$ cat config.mk
export PLATFORM = sky130hd
export DESIGN_NAME = spi_slave_wd
export DESIGN_NICKNAME = d
export VERILOG_FILES = /design/src/rtl/spis_pkg.sv /design/src/rtl/spis_sync.sv /design/src/rtl/spis_wdt.sv /design/src/rtl/spis_core.sv /design/src/rtl/spis_regs.sv /design/src/rtl/spi_slave_wd.sv
export SDC_FILE = /design/constraint.sdc
export NUM_CORES = 1
export LEC_CHECK = 0
export ABC_AREA = 1
export BUFFER_PORTS_ARGS = -buffer_cell sky130_fd_sc_hd__buf_2
export CAP_MARGIN = 20
export CORE_MARGIN = 2
export CORE_UTILIZATION = 35
export DETAILED_ROUTE_END_ITERATION = 12
export PLACE_DENSITY = 0.55
export SLEW_MARGIN = 30
export SYNTH_ARGS = -nofsm -noshare
export SYNTH_HDL_FRONTEND = slang
export SYNTH_SLANG_ARGS = --single-unit
$ cat constraint.sdc
create_clock -name clk -period 1.6 [get_ports clk]
set_input_delay 0.16 -clock clk [delete_from_list [all_inputs] [get_ports clk]]
set_output_delay 0.16 -clock clk [all_outputs]
set_load 0.02 [all_outputs]
$ cat src/rtl/spis_pkg.sv
package spis_pkg;
    typedef enum logic [1:0] {
        ST_IDLE  = 2'd0,
        ST_SHIFT = 2'd1,
        ST_HALT  = 2'd2
    } spis_state_t;

    localparam logic [1:0] ADDR_DATA   = 2'd0;
    localparam logic [1:0] ADDR_STAT   = 2'd1;
    localparam logic [1:0] ADDR_CTRL   = 2'd2;
    localparam logic [1:0] ADDR_RELOAD = 2'd3;

    localparam int STAT_FULL = 0;
    localparam int STAT_OVR  = 1;
    localparam int STAT_ABT  = 2;
    localparam int CTRL_WDEN = 0;
endpackage

$ cat src/rtl/spis_sync.sv
module spis_sync #(
    parameter int          WIDTH   = 3,
    parameter logic [WIDTH-1:0] RST_VAL = '0
) (
    input  logic             clk,
    input  logic             rst_n,
    input  logic [WIDTH-1:0] d_i,
    output logic [WIDTH-1:0] q_o
);
    generate
        for (genvar g = 0; g < WIDTH; g++) begin : g_bit
            logic meta_q, stab_q;
            always_ff @(posedge clk or negedge rst_n) begin
                if (!rst_n) begin
                    meta_q <= RST_VAL[g];
                    stab_q <= RST_VAL[g];
                end else begin
                    meta_q <= d_i[g];
                    stab_q <= meta_q;
                end
            end
            assign q_o[g] = stab_q;
        end
    endgenerate
endmodule

$ cat src/rtl/spis_wdt.sv
module spis_wdt #(
    parameter int CNT_W = 8
) (
    input  logic             clk,
    input  logic             rst_n,
    input  logic             enable,
    input  logic             ss_act,
    input  logic             sck_edge,
    input  logic [CNT_W-1:0] reload,
    output logic             timeout
);
    logic [CNT_W-1:0] cnt_q;

    always_ff @(posedge clk or negedge rst_n) begin
        if (!rst_n) begin
            cnt_q <= '1;
        end else if (!ss_act || !enable || sck_edge) begin
            cnt_q <= reload;
        end else if (cnt_q != '0) begin
            cnt_q <= cnt_q - 1'b1;
        end
    end

    assign timeout = enable && ss_act && (cnt_q == '0);
endmodule

$ cat src/rtl/spis_core.sv
module spis_core
    import spis_pkg::*;
#(
    parameter int DATA_W = 8,
    localparam int CNT_W = $clog2(DATA_W)
) (
    input  logic              clk,
    input  logic              rst_n,
    input  logic              sck_s,
    input  logic              ss_act,
    input  logic              mosi_s,
    input  logic              timeout,
    input  logic [DATA_W-1:0] tx_data,
    output logic              char_done,
    output logic [DATA_W-1:0] rx_char,
    output logic              abort_evt,
    output logic              sck_edge,
    output logic              miso,
    output spis_state_t       state_o,
    output logic [CNT_W-1:0]  bit_cnt_o
);
    localparam logic [CNT_W-1:0] LAST = CNT_W'(DATA_W - 1);

    spis_state_t       state_q, state_d;
    logic              sck_q;
    logic              sck_rise, sck_fall;
    logic [CNT_W-1:0]  bit_cnt_q;
    logic [DATA_W-1:0] rx_sh_q, tx_sh_q;

    always_ff @(posedge clk or negedge rst_n) begin
        if (!rst_n) sck_q <= 1'b0;
        else        sck_q <= sck_s;
    end
    assign sck_rise = sck_s && !sck_q;
    assign sck_fall = !sck_s && sck_q;
    assign sck_edge = sck_rise || sck_fall;

    // state register
    always_ff @(posedge clk or negedge rst_n) begin
        if (!rst_n) state_q <= ST_IDLE;
        else        state_q <= state_d;
    end

    // next state
    always_comb begin
        state_d = state_q;
        unique case (state_q)
            ST_IDLE:  if (ss_act) state_d = ST_SHIFT;
            ST_SHIFT: begin
                if (!ss_act)      state_d = ST_IDLE;
                else if (timeout) state_d = ST_HALT;
            end
            ST_HALT:  if (!ss_act) state_d = ST_IDLE;
            default:  state_d = ST_IDLE;
        endcase
    end

    // shift datapath
    always_ff @(posedge clk or negedge rst_n) begin
        if (!rst_n) begin
            bit_cnt_q <= '0;
            rx_sh_q   <= '0;
            tx_sh_q   <= '0;
        end else begin
            unique case (state_q)
                ST_IDLE: begin
                    bit_cnt_q <= '0;
                    if (ss_act) tx_sh_q <= tx_data;
                end
                ST_SHIFT: begin
                    if (!ss_act || timeout) begin
                        bit_cnt_q <= '0;
                    end else if (sck_rise) begin
                        rx_sh_q <= {rx_sh_q[DATA_W-2:0], mosi_s};
                        if (bit_cnt_q == LAST) begin
                            bit_cnt_q <= '0;
                            tx_sh_q   <= tx_data;
                        end else begin
                            bit_cnt_q <= bit_cnt_q + 1'b1;
                        end
                    end else if (sck_fall && bit_cnt_q != '0) begin
                        tx_sh_q <= {tx_sh_q[DATA_W-2:0], 1'b0};
                    end
                end
                ST_HALT: bit_cnt_q <= '0;
                default: bit_cnt_q <= '0;
            endcase
        end
    end

    // outputs
    always_comb begin
        char_done = (state_q == ST_SHIFT) && ss_act && !timeout &&
                    sck_rise && (bit_cnt_q == LAST);
        rx_char   = {rx_sh_q[DATA_W-2:0], mosi_s};
        abort_evt = (state_q == ST_SHIFT) &&
                    ((!ss_act && bit_cnt_q != '0) || (ss_act && timeout));
        miso      = tx_sh_q[DATA_W-1];
        state_o   = state_q;
        bit_cnt_o = bit_cnt_q;
    end
endmodule

$ cat src/rtl/spis_regs.sv
module spis_regs
    import spis_pkg::*;
#(
    parameter int DATA_W = 8
) (
    input  logic              clk,
    input  logic              rst_n,
    input  logic              reg_wr,
    input  logic              reg_rd,
    input  logic [1:0]        reg_addr,
    input  logic [DATA_W-1:0] reg_wdata,
    input  logic              char_done,
    input  logic [DATA_W-1:0] rx_char,
    input  logic              abort_evt,
    output logic [DATA_W-1:0] reg_rdata,
    output logic [DATA_W-1:0] tx_data,
    output logic [DATA_W-1:0] rx_data,
    output logic [DATA_W-1:0] reload,
    output logic              wd_en,
    output logic              rx_full,
    output logic              ovr,
    output logic              abt,
    output logic              rd_clr
);
    logic wr_data, wr_stat, wr_ctrl, wr_rel;

    assign wr_data = reg_wr && reg_addr == ADDR_DATA;
    assign wr_stat = reg_wr && reg_addr == ADDR_STAT;
    assign wr_ctrl = reg_wr && reg_addr == ADDR_CTRL;
    assign wr_rel  = reg_wr && reg_addr == ADDR_RELOAD;
    assign rd_clr  = reg_rd && reg_addr == ADDR_DATA;

    always_ff @(posedge clk or negedge rst_n) begin
        if (!rst_n) begin
            tx_data <= '0;
            rx_data <= '0;
            reload  <= '1;
            wd_en   <= 1'b0;
            rx_full <= 1'b0;
            ovr     <= 1'b0;
            abt     <= 1'b0;
        end else begin
            if (wr_data) tx_data <= reg_wdata;
            if (wr_ctrl) wd_en   <= reg_wdata[CTRL_WDEN];
            if (wr_rel)  reload  <= reg_wdata;

            if (char_done && !rx_full) begin
                rx_data <= rx_char;
                rx_full <= 1'b1;
            end else if (rd_clr) begin
                rx_full <= 1'b0;
            end

            if (char_done && rx_full)                 ovr <= 1'b1;
            else if (wr_stat && reg_wdata[STAT_OVR])  ovr <= 1'b0;

            if (abort_evt)                            abt <= 1'b1;
            else if (wr_stat && reg_wdata[STAT_ABT])  abt <= 1'b0;
        end
    end

    always_comb begin
        reg_rdata = '0;
        unique case (reg_addr)
            ADDR_DATA:   reg_rdata = rx_data;
            ADDR_STAT: begin
                reg_rdata[STAT_FULL] = rx_full;
                reg_rdata[STAT_OVR]  = ovr;
                reg_rdata[STAT_ABT]  = abt;
            end
            ADDR_CTRL:   reg_rdata[CTRL_WDEN] = wd_en;
            ADDR_RELOAD: reg_rdata = reload;
            default:     reg_rdata = '0;
        endcase
    end
endmodule

$ cat src/rtl/spi_slave_wd.sv
module spi_slave_wd
    import spis_pkg::*;
#(
    parameter int DATA_W = 8,
    localparam int CNT_W = $clog2(DATA_W)
) (
    input  logic              clk,
    input  logic              rst_n,
    input  logic              sck_i,
    input  logic              ss_n_i,
    input  logic              mosi_i,
    output logic              miso_o,
    input  logic              reg_wr_i,
    input  logic              reg_rd_i,
    input  logic [1:0]        reg_addr_i,
    input  logic [DATA_W-1:0] reg_wdata_i,
    output logic [DATA_W-1:0] reg_rdata_o
);
    logic [2:0]        sync_q;
    logic              sck_s, ss_act, mosi_s;
    logic              timeout, wd_en, sck_edge;
    logic              char_done, abort_evt, rd_clr;
    logic              rx_full, ovr, abt;
    logic [DATA_W-1:0] rx_char, rx_data, tx_data, reload;
    spis_state_t       state;
    logic [CNT_W-1:0]  bit_cnt;

    spis_sync #(.WIDTH(3), .RST_VAL(3'b010)) u_sync (
        .clk(clk), .rst_n(rst_n),
        .d_i({sck_i, ss_n_i, mosi_i}),
        .q_o(sync_q)
    );
    assign sck_s  = sync_q[2];
    assign ss_act = !sync_q[1];
    assign mosi_s = sync_q[0];

    spis_wdt #(.CNT_W(DATA_W)) u_wdt (
        .clk(clk), .rst_n(rst_n), .enable(wd_en), .ss_act(ss_act),
        .sck_edge(sck_edge), .reload(reload), .timeout(timeout)
    );

    spis_core #(.DATA_W(DATA_W)) u_core (
        .clk(clk), .rst_n(rst_n), .sck_s(sck_s), .ss_act(ss_act),
        .mosi_s(mosi_s), .timeout(timeout), .tx_data(tx_data),
        .char_done(char_done), .rx_char(rx_char), .abort_evt(abort_evt),
        .sck_edge(sck_edge), .miso(miso_o), .state_o(state),
        .bit_cnt_o(bit_cnt)
    );

    spis_regs #(.DATA_W(DATA_W)) u_regs (
        .clk(clk), .rst_n(rst_n), .reg_wr(reg_wr_i), .reg_rd(reg_rd_i),
        .reg_addr(reg_addr_i), .reg_wdata(reg_wdata_i),
        .char_done(char_done), .rx_char(rx_char), .abort_evt(abort_evt),
        .reg_rdata(reg_rdata_o), .tx_data(tx_data), .rx_data(rx_data),
        .reload(reload), .wd_en(wd_en), .rx_full(rx_full), .ovr(ovr),
        .abt(abt), .rd_clr(rd_clr)
    );
endmodule

==> results of run 1 <==
## worst max path at each step
stage,start,end,slack [ns],cells past startpoint
5_1_grt,u_wdt.cnt_q[1],u_regs.rx_data[3],-0.05,9
3_5_place_dp,u_wdt.cnt_q[0],u_regs.rx_data[3],0.04,9
6_report,u_wdt.cnt_q[0],u_regs.rx_data[3],0.06,9
3_3_place_gp,u_wdt.cnt_q[0],u_regs.rx_data[0],0.04,8
4_1_cts,u_wdt.cnt_q[0],u_regs.rx_data[3],0.03,9
2_1_floorplan,u_wdt.cnt_q[0],u_core.tx_sh_q[7],0.04,10
## kinds of logic (layout without fill, tap and decap cells)
| kind of cell | count (synthesis) | in the layout | share of synthesized area |
|---|---|---|---|
| AND/OR/NAND/NOR | 195 | 197 | 0.288 |
| buffers and inverters | 48 | 108 | 0.0593 |
| AO/OA/AOI/OAI | 49 | 49 | 0.0841 |
| XOR/XNOR | 3 | 3 | 0.00841 |
| flip-flops | 63 | 63 | 0.512 |
| adder cells (fa/ha/maj) | 12 | 12 | 0.0481 |
## where the power goes
part | leakage, nW | switching (mW) | internal (mW)
Clock | 0.106 | 0.613 | 0.797
Combinational | 1.09 | 0.480 | 0.352
Sequential | 0.773 | 0.176 | 1.88
Total | 1.97 | 1.27 | 3.03
## flip-flops by register name (all words and copies together), names as in the netlist
name / count
u_regs.rx_data: 8
u_core.tx_sh_q: 8
u_regs.ovr: 1
u_core.state_o: 2
u_sync.g_bit.stab_q: 3
u_core.sck_q: 1
u_regs.wd_en: 1
u_core.bit_cnt_o: 3
u_sync.g_bit.meta_q: 3
u_regs.rx_full: 1
u_regs.reload: 8
u_regs.abt: 1
u_wdt.cnt_q: 8
u_regs.tx_data: 8
u_core.rx_sh_q: 7
## through the flow
step	cells	hold slack (ns)	instance area, sq um	worst slack (ns)	total power, mW
2_1_floorplan	370	-0.136	3120	0.0394	2.55
3_3_place_gp	515	0.203	3520	0.0425	2.84
3_5_place_dp	515	0.207	3520	0.0449	2.84
4_1_cts	535	0.0538	3760	0.0264	4.28
5_1_grt	540	0.0798	3890	-0.0475	4.56
6_report	540	0.0590	3890	0.0647	4.30
## cell usage in the layout (no fill, tap or decap), drive strengths merged, types with 2 or more instances in the layout
| cell type | count |
|---|---|
| clkbuf | 12 |
| xnor2 | 2 |
| o22ai | 2 |
| clkinv | 4 |
| a21oi | 11 |
| nor3 | 5 |
| nor2 | 21 |
| buf | 47 |
| o21ai | 30 |
| o211ai | 2 |
| ha | 12 |
| inv | 40 |
| dfrtp | 45 |
| nand4 | 6 |
| dlygate4sd3 | 4 |
| nand3b | 2 |
| dfstp | 18 |
| nand3 | 29 |
| nand2 | 133 |
## worst max-delay path: stages, from the launching register on
cell     delay (ns)
dfstp_2        0.53
inv_2          0.05
ha_4           0.16
inv_2          0.05
nor2_2         0.04
nand2_2        0.13
nand3_4        0.16
nor2_8         0.19
nand3_2        0.08
nand2_1        0.08
## per-layer routing
metal / routed length (microns) / GRT usage / vias to the layer above
met2: 3430 / 0.239 / 40
met4: 81 / 0.0548 / 0
li1: - / - / 1308
met3: 302 / 0.0411 / 6
met1: 3420 / 0.209 / 1169
met5: 0 / 0 / -
## repair_timing
item	CTS	global route
hold buffers	4	0
endpoints found under the setup margin	0	33
hold endpoints to repair	48	0
resized for setup	0	24
setup buffers	0	3
## cells in the mapped netlist (all sizes together) (3+ instances only)
cell type	count	share of area
ha	12	0.048
nand4	5	0.015
nand3	29	0.050
clkbuf	3	0.0036
nor3	5	0.0080
inv	40	0.048
dfrtp	45	0.36
nor2	20	0.039
nand2	133	0.17
buf	4	0.0064
dfstp	18	0.15
o21ai	30	0.048
a21oi	11	0.018
## layout make-up
class,instances,area (sq um),area share
clock inverters,4,45.0,0.0116
clock buffers,12,155,0.0399
well taps,108,135,0.0348
inverters,41,154,0.0396
repair buffers,51,355,0.0914
multi-input cells,261,1440,0.371
flip-flops and latches,63,1600,0.411
==> summary.txt, run 1 <==
Min path
  – WHS Path Cells: 3
  – Worst hold path class: input port to flip-flop
  – Hold Path End: u_regs.reload[6]
  – Min-delay src: reg_wdata_i[6]

Yosys
  – Synth async-reset ratio: 1.00
  – Cell variety after synth: 32
  – EDFF count, synth: 0
  – Syn. warnings: 0
  – Sequential fraction of the synthesis area: 0.512
  – Gate Count Post-Synth: 370
  – Synthesized Nets: 399
  – Avg Inst Size Synth: 8.44 sq um
  – Primary FF master, synth: dfrtp_1
  – FF+latch count, synth: 63
  – Mapped Area: 0.00312 sq mm

Worst setup path
  – Critical path type: flip-flop to flip-flop
  – Critical Path RT: 1.88 ns
  – Worst R2R Setup Slack: 0.06 ns
  – Crit. End Element: flip-flop
  – Critical Path AT: 1.81 ns
  – CP max FO: 5
  – CP Launch Type: flip-flop
  – R2R cell count: 9
  – Reg-to-Reg Start: u_wdt.cnt_q[0]
  – RR Endpoint: u_regs.rx_data[3]

Floorplanning
  – IO Count: 26
  – Die area: 0.00970 sq mm
  – Starting Density: 0.360
  – Rows: 34
  – Die height: 98.5 microns
  – Core area: 0.00868 sq mm
  – Die width: 98.5 microns

Timing
  – Setup TNS: 0 ns
  – Slew margin rel.: 0.665
  – Max Clk Rate: 651 MHz
  – Final worst-path cycle share: 0.960
  – Worst-margin pin slew: 0.501 ns
  – Max Clock Skew: 0.00641 ns
  – Slew Limit Fails: 0
  – Final min period: 1.54 ns
  – RSZ-0062 raised after global routing: yes
  – Final Setup Violations: 0
  – Hold Violations, Final: 0

Drt
  – Post-route ant nets: 0
  – Routed wire per std cell: 13.4 microns
  – DRC: 0
  – DR iter-0 viols: 106
  – Router iterations before antenna repair: 4
  – Detailed Route WL: 7240 microns
  – Post-DR vias/cell: 4.67
  – Via count: 2523

GRT
  – Tot GR Track Use: 0.154
  – Largest net degree at the start of global routing: 64
  – Global route total overflow: 0
  – Global-route wire length before repair: 11900 microns
  – Vias in the first global route: 2474
  – Antenna violations before repair: 0

Placement
  – Port bufs: 25
  – Dpl hpwl: 4960 microns
  – Routability cong.: 0.844

CTS
  – Clock transition at the registers of the reported paths: 0.07 ns
  – Worst-Skew Late Latency: 0.34 ns
  – TritonCTS clock tree: done
  – Clock sinks: 63
  – CTS Root Buffer Type: clkbuf_8
  – CTS Buffer Depth: 2
  – # H-tree levels: 3
  – CTS Buf Count: 9

Finish
  – Finished Core Util: 0.448
  – Filler cells: 882
  – Share of post-route cells with drive strength above 1: 0.280
  – Area growth syn-to-layout: 24.4%
  – Nets@finish: 456
  – Number of inserted diodes: 0

Pwr
  – Power Density: 1110 mW/mm^2
  – Max VDD drop: 0.000630 V
  – Leakage dissipation: 1.97 nW

Run status
  – Outcome: finished clean

Job
  – Maximum Capacitance Violations: 0
(Power assumes the default switching activity.)
==> run 2: changes to the inputs <==
- PLACE_DENSITY: 0.55 -> 0.57
- SLEW_MARGIN: 30 -> not set
==> run 2 against run 1 <==
Against the previous run: via count barely moved; count of clock-buffer cells in the layout fell by 2; critical path type is now flip-flop to primary output; fmax fell by 0.12%; total power rose by 2.3%; largest power group unchanged; register-to-register slack improved by 0.03 ns.
==> summary.txt, run 2 (synthesis gave the netlist of run 1 again) <==
Worst setup path
  – Worst path depth: 3
  – CP Launch Type: flip-flop
  – CP max stage cell: dfstp_2
  – Worst-path cell chain: nand2_1 -> a21oi_1 -> buf_2
  – CP Buf/Inv Count: 1
  – CP max stage delay: 0.57 ns
  – Critical Path AT: 1.38 ns
  – Delay-heaviest family, CP: flip-flops
  – Critical Path RT: 1.44 ns
  – R2R cell count: 9
  – CP max FO: 3
  – Critical path type: flip-flop to primary output
  – Crit. End Element: primary output

Placement
  – Routability cong.: 0.827
  – Port bufs: 25
  – Dpl hpwl: 4960 microns

Timing
  – Hold Violations, Final: 0
  – Slew Limit Fails: 0
  – Final min period: 1.54 ns
  – Final Setup Violations: 0
  – Slew margin rel.: 0.659
  – Worst hold slack: 0.0606 ns
  – Final worst-path cycle share: 0.961
  – Worst-margin pin slew: 0.510 ns
  – RSZ-0062 raised after global routing: yes
  – Max Clk Rate: 651 MHz
  – Max Clock Skew: 0.0109 ns
  – Setup TNS: 0 ns

CTS
  – # H-tree levels: 3
  – Clock sinks: 63
  – CTS Buf Count: 9
  – Clock transition at the registers of the reported paths: 0.08 ns
  – TritonCTS clock tree: done
  – Worst-Skew Late Latency: 0.34 ns
  – CTS Root Buffer Type: clkbuf_8
  – CTS Buffer Depth: 2

Drt
  – Post-DR vias/cell: 4.68
  – Routed wire per std cell: 13.0 microns
  – Detailed Route WL: 7020 microns
  – DRC: 0
  – DR iter-0 viols: 161
  – Post-route ant nets: 0
  – Router iterations before antenna repair: 4
  – Via count: 2522

GRT
  – Global route total overflow: 0
  – Global-route wire length before repair: 12000 microns
  – Antenna violations before repair: 0
  – Largest net degree at the start of global routing: 64
  – Vias in the first global route: 2423
  – Tot GR Track Use: 0.156

Finish
  – Commonest non-fill, non-tap cell in the layout: nand2_1
  – Nets@finish: 455
  – Number of inserted diodes: 0
  – Share of post-route cells with drive strength above 1: 0.274
  – Area growth syn-to-layout: 24.6%
  – Most frequent cells in the layout: nand2_1, dfrtp_1, inv_1

Floorplanning
  – Die width: 98.5 microns
  – Rows: 34
  – IO Count: 26
  – Starting Density: 0.360
  – Core area: 0.00868 sq mm
  – Die area: 0.00970 sq mm
  – Die height: 98.5 microns

Min path
  – Worst hold path class: input port to flip-flop
  – WHS Path Cells: 3

Pwr
  – Power Density: 1130 mW/mm^2
  – Leakage dissipation: 1.95 nW
  – Max VDD drop: 0.000471 V

Job
  – Maximum Capacitance Violations: 0

Run status
  – Outcome: finished clean
==> run 2: report_power, final <==
part / total, mW / switching [mW] / internal, mW
clock: 1.51 / 0.634 / 0.872
combinational: 0.839 / 0.482 / 0.358
sequential: 2.05 / 0.174 / 1.88
total: 4.40 / 1.29 / 3.11
==> run 2: timing repair <==
item | CTS | global route
gates cloned | 0 | 1
setup endpoints to repair | 8 | 33
hold buffers | 4 | 0
buffers inserted | 0 | 3
pin swaps | 0 | 13
hold endpoints to repair | 48 | 0
gates resized for setup | 1 | 24
==> run 2: layout make-up <==
cell class / instances / area [sq um]
Clock buffer: 10 / 128
Clock inverter: 6 / 85.1
Fill cell: 870 / 4780
Inverter: 41 / 154
Multi-Input combinational cell: 260 / 1440
Sequential cell: 63 / 1600
Tap cell: 108 / 135
Timing Repair Buffer: 51 / 358
==> run 2: per-layer routing <==
metal | vias to the layer above | wire [microns] | global-route usage
li1 | 1302 | - | -
met3 | 8 | 245 | 0.0404
met4 | 0 | 82 | 0.0569
met2 | 38 | 3270 | 0.233
met5 | - | 0 | 0
met1 | 1174 | 3420 | 0.219
==> run 2: worst min-delay path, cell delays in order <==
cell     delay (ns)
buf_2          0.10
inv_1          0.05
o21ai_0        0.08
==> run 2: final timing paths <==
kind,start,endpoint,slack (ns)
min,reg_wdata_i[6],u_regs.reload[6],0.06
max reg2reg,u_wdt.cnt_q[0],u_regs.rx_data[6],0.09
min in group asynchronous,rst_n,u_regs.tx_data[5],0.37
max,u_regs.reload[6],reg_rdata_o[6],0.06
max in group asynchronous,rst_n,u_sync.g_bit[1].stab_q,0.93
min reg2reg,u_sync.g_bit[2].meta_q,u_sync.g_bit[2].stab_q,0.35
==> run 2: stage by stage <==
| step | total power, mW | utilization | worst slack, ns | area (sq um) | instances |
|---|---|---|---|---|---|
| floorplan | 2.55 | - | 0.0394 | 3120 | 370 |
| global placement | 2.84 | 0.406 | 0.0150 | 3520 | 515 |
| detailed placement | 2.86 | 0.406 | -0.0195 | 3520 | 515 |
| CTS | 4.39 | 0.435 | 0.00389 | 3780 | 535 |
| global route | 4.67 | 0.449 | -0.0228 | 3890 | 539 |
| finish | 4.40 | 0.449 | 0.0629 | 3890 | 539 |
==> run 3: changes to the inputs <==
- SYNTH_HIERARCHICAL: not set -> 1
==> run 3 against run 2 <==
Against the previous run: the run now ends with setup timing left; cell count is 12% higher; non-clock buffer count is 3 higher; flip-flop and latch count stayed put; global-route usage is 0.063 points lower; clock power is 5% higher; count of clock-buffer cells in the layout is 1 higher; total power is 6.8% higher; first-iteration DRC count is 33% lower; fmax is 7.8% lower; critical path type is now flip-flop to flip-flop.
==> summary.txt, run 3 <==
Floorplanning
  – Rows: 35
  – Die height: 102 microns
  – Die width: 102 microns
  – Starting Density: 0.362
  – Die area: 0.0104 sq mm
  – Core area: 0.00928 sq mm
  – IO Count: 26

Worst setup path
  – Critical Path RT: 1.83 ns
  – Critical Path AT: 1.90 ns
  – Critical path type: flip-flop to flip-flop
  – CP Buf/Inv Count: 2
  – Crit. End Element: flip-flop
  – CP max FO: 6
  – Delay-heaviest family, CP: simple AND/OR/NAND/NOR gates
  – CP max stage cell: dfstp_2
  – CP Launch Type: flip-flop
  – CP startpoint: u_wdt/cnt_q[0]
  – Reg-to-Reg Start: u_wdt/cnt_q[0]
  – Worst-path cell chain: inv_4 -> ha_4 -> nand3_4 -> nor3_4 -> nor2_2 -> nand3_4 -> nor2_4 -> buf_6 -> nand2_8 -> nand2_1 -> nand2_1
  – CP max stage delay: 0.56 ns

Drt
  – Routed wire per std cell: 11.9 microns
  – Router iterations before antenna repair: 4
  – Post-route ant nets: 0
  – DRC: 0
  – Post-DR vias/cell: 4.50
  – Via count: 2715
  – DR top layer: met4
  – Detailed Route WL: 7220 microns
  – DR iter-0 viols: 108
  – Metal2 WL: 3550 microns
  – Met3 wire len: 224 microns
  – Metal1 wirelength: 3400 microns

Yosys
  – Primary FF master, synth: dfrtp_1
  – Top cells by area, synth: dfrtp_1, nand2_1, dfstp_2
  – Avg Inst Size Synth: 8.09 sq um
  – FF+latch count, synth: 63
  – Synth async-reset ratio: 1.00
  – Mapped Area: 0.00336 sq mm
  – EDFF count, synth: 0
  – Sequential fraction of the synthesis area: 0.476
  – Synthesized Nets: 444
  – Synth cell count leaders: nand2_1, dfrtp_1, inv_1
  – Share of Yosys cell area claimed by the top area cell type: 0.335
  – Syn. warnings: 6
  – Gate Count Post-Synth: 415
  – Cell variety after synth: 28
  – Yosys top cell by area: dfrtp_1
  – Most common cell in the netlist: nand2_1

GRT
  – Tot GR Track Use: 0.155
  – Global route total overflow: 0
  – Vias in the first global route: 2655
  – Largest net degree at the start of global routing: 47
  – Global-route wire length before repair: 12400 microns
  – Antenna violations before repair: 0

Min path
  – Min-delay src: reg_wdata_i[4]
  – Worst hold path class: input port to flip-flop

Timing
  – Setup TNS: -0.713 ns
  – Hold Violations, Final: 0
  – RSZ-0062 raised after global routing: yes
  – Final worst-path cycle share: 1.04
  – Final min period: 1.67 ns
  – Worst-margin pin slew: 0.407 ns
  – Final Setup Violations: 18
  – Max Clk Rate: 600 MHz
  – Max Clock Skew: 0.00835 ns
  – Slew margin rel.: 0.729
  – Final worst slack: -0.0672 ns
  – Slew Limit Fails: 0

CTS
  – Worst-Skew Late Latency: 0.34 ns
  – CTS Buffer Depth: 2
  – Clock transition at the registers of the reported paths: 0.07 ns
  – Clock sinks: 63
  – CTS Buf Count: 9
  – TritonCTS clock tree: done
  – CTS Root Buffer Type: clkbuf_8
  – # H-tree levels: 3

Finish
  – Design area: 0.00424 sq mm
  – Nets@finish: 499
  – Area growth syn-to-layout: 26.3%
  – Most frequent cells in the layout: nand2_1, dfrtp_1, inv_1
  – Filler cells: 932
  – Commonest non-fill, non-tap cell in the layout: nand2_1
  – Share of post-route cells with drive strength above 1: 0.339
  – Number of inserted diodes: 0
  – Finished Core Util: 0.457

Placement
  – Setup WS pre-CTS: -0.109 ns
  – Dpl hpwl: 5310 microns
  – Routability cong.: 0.803
  – Placement Cell Area: 0.00376 sq mm
  – Port bufs: 25

Pwr
  – Power Density: 1110 mW/mm^2
  – Max VDD drop: 0.000684 V
  – Leakage dissipation: 2.19 nW
  – Tot Pwr: 4.69 mW

Run status
  – Failing checks: setup timing
  – Outcome: complete, but fails checks

Job
  – Maximum Capacitance Violations: 0
-- run 3: cell types whose count changed in the layout (fill, tap and decap cells not counted), sizes merged, moves of 3 or more --
cell,previous run,this run
nand2,133,178
nor2,21,27
inv,40,45
nand4,5,1
nor3,5,1
or2,0,4
buf,47,50
-- run 3: area by class of cell --
class	instances	area, sq um	area share
repair buffers	54	410	0.0968
multi-input cells	295	1650	0.389
well taps	129	161	0.0381
clock buffers	11	151	0.0357
inverters	47	186	0.0440
clock inverters	5	80.1	0.0189
flip-flops and latches	63	1600	0.377
-- run 3: repair_timing --
item | 4_1_cts | 5_1_grt
buffers inserted | 3 | 4
gates cloned | 3 | 0
hold endpoints to repair | 18 | 0
pin swaps | 5 | 3
setup endpoints to repair | 26 | 33
hold buffers | 4 | 0
gates resized for setup | 21 | 19
-- run 3: worst paths after layout --
path	to	slack, ns	cells past startpoint
hold reg to reg	u_sync/g_bit[2].stab_q	0.35	0
setup reg to reg	u_regs/rx_data[5]	-0.07	11
setup / recovery	u_regs/rx_data[5]	-0.07	11
hold / removal	u_regs/reload[4]	0.07	3
min in group asynchronous	u_core/rx_sh_q[6]	0.28	2
max in group asynchronous	u_regs/reload[1]	0.68	3
-- run 3: kinds of logic after synthesis --
logic type | share of synthesized area
AND/OR/NAND/NOR | 0.316
flip-flops | 0.476
buffers and inverters | 0.0779
AO/OA/AOI/OAI | 0.0857
adder cells (fa/ha/maj) | 0.0447
-- run 3: per-layer routing --
metal  global-route usage  vias to the layer above
met4               0.0462                        0
met1                0.203                     1276
met2                0.254                       37
met3               0.0404                        5
met5                    0                        -
li1                     -                     1397
-- run 3: through the flow --
| step | hold slack, ns | std cells |
|---|---|---|
| floorplan | -0.136 | 415 |
| global placement | 0.113 | 575 |
| detailed placement | 0.115 | 575 |
| CTS | 0.0482 | 601 |
| global route | 0.0716 | 604 |
| finish | 0.0699 | 604 |
-- run 3: worst register-to-register path, cell delays in order, from the launching register on --
cell	delay [ns]
dfstp_2	0.56
inv_4	0.04
ha_4	0.15
nand3_4	0.07
nor3_4	0.05
nor2_2	0.15
nand3_4	0.10
nor2_4	0.11
buf_6	0.15
nand2_8	0.07
nand2_1	0.06
nand2_1	0.04
-- run 3: report_power, final --
group	internal (mW)	switching, mW
clock network	0.959	0.628
logic	0.458	0.600
registers	1.87	0.182
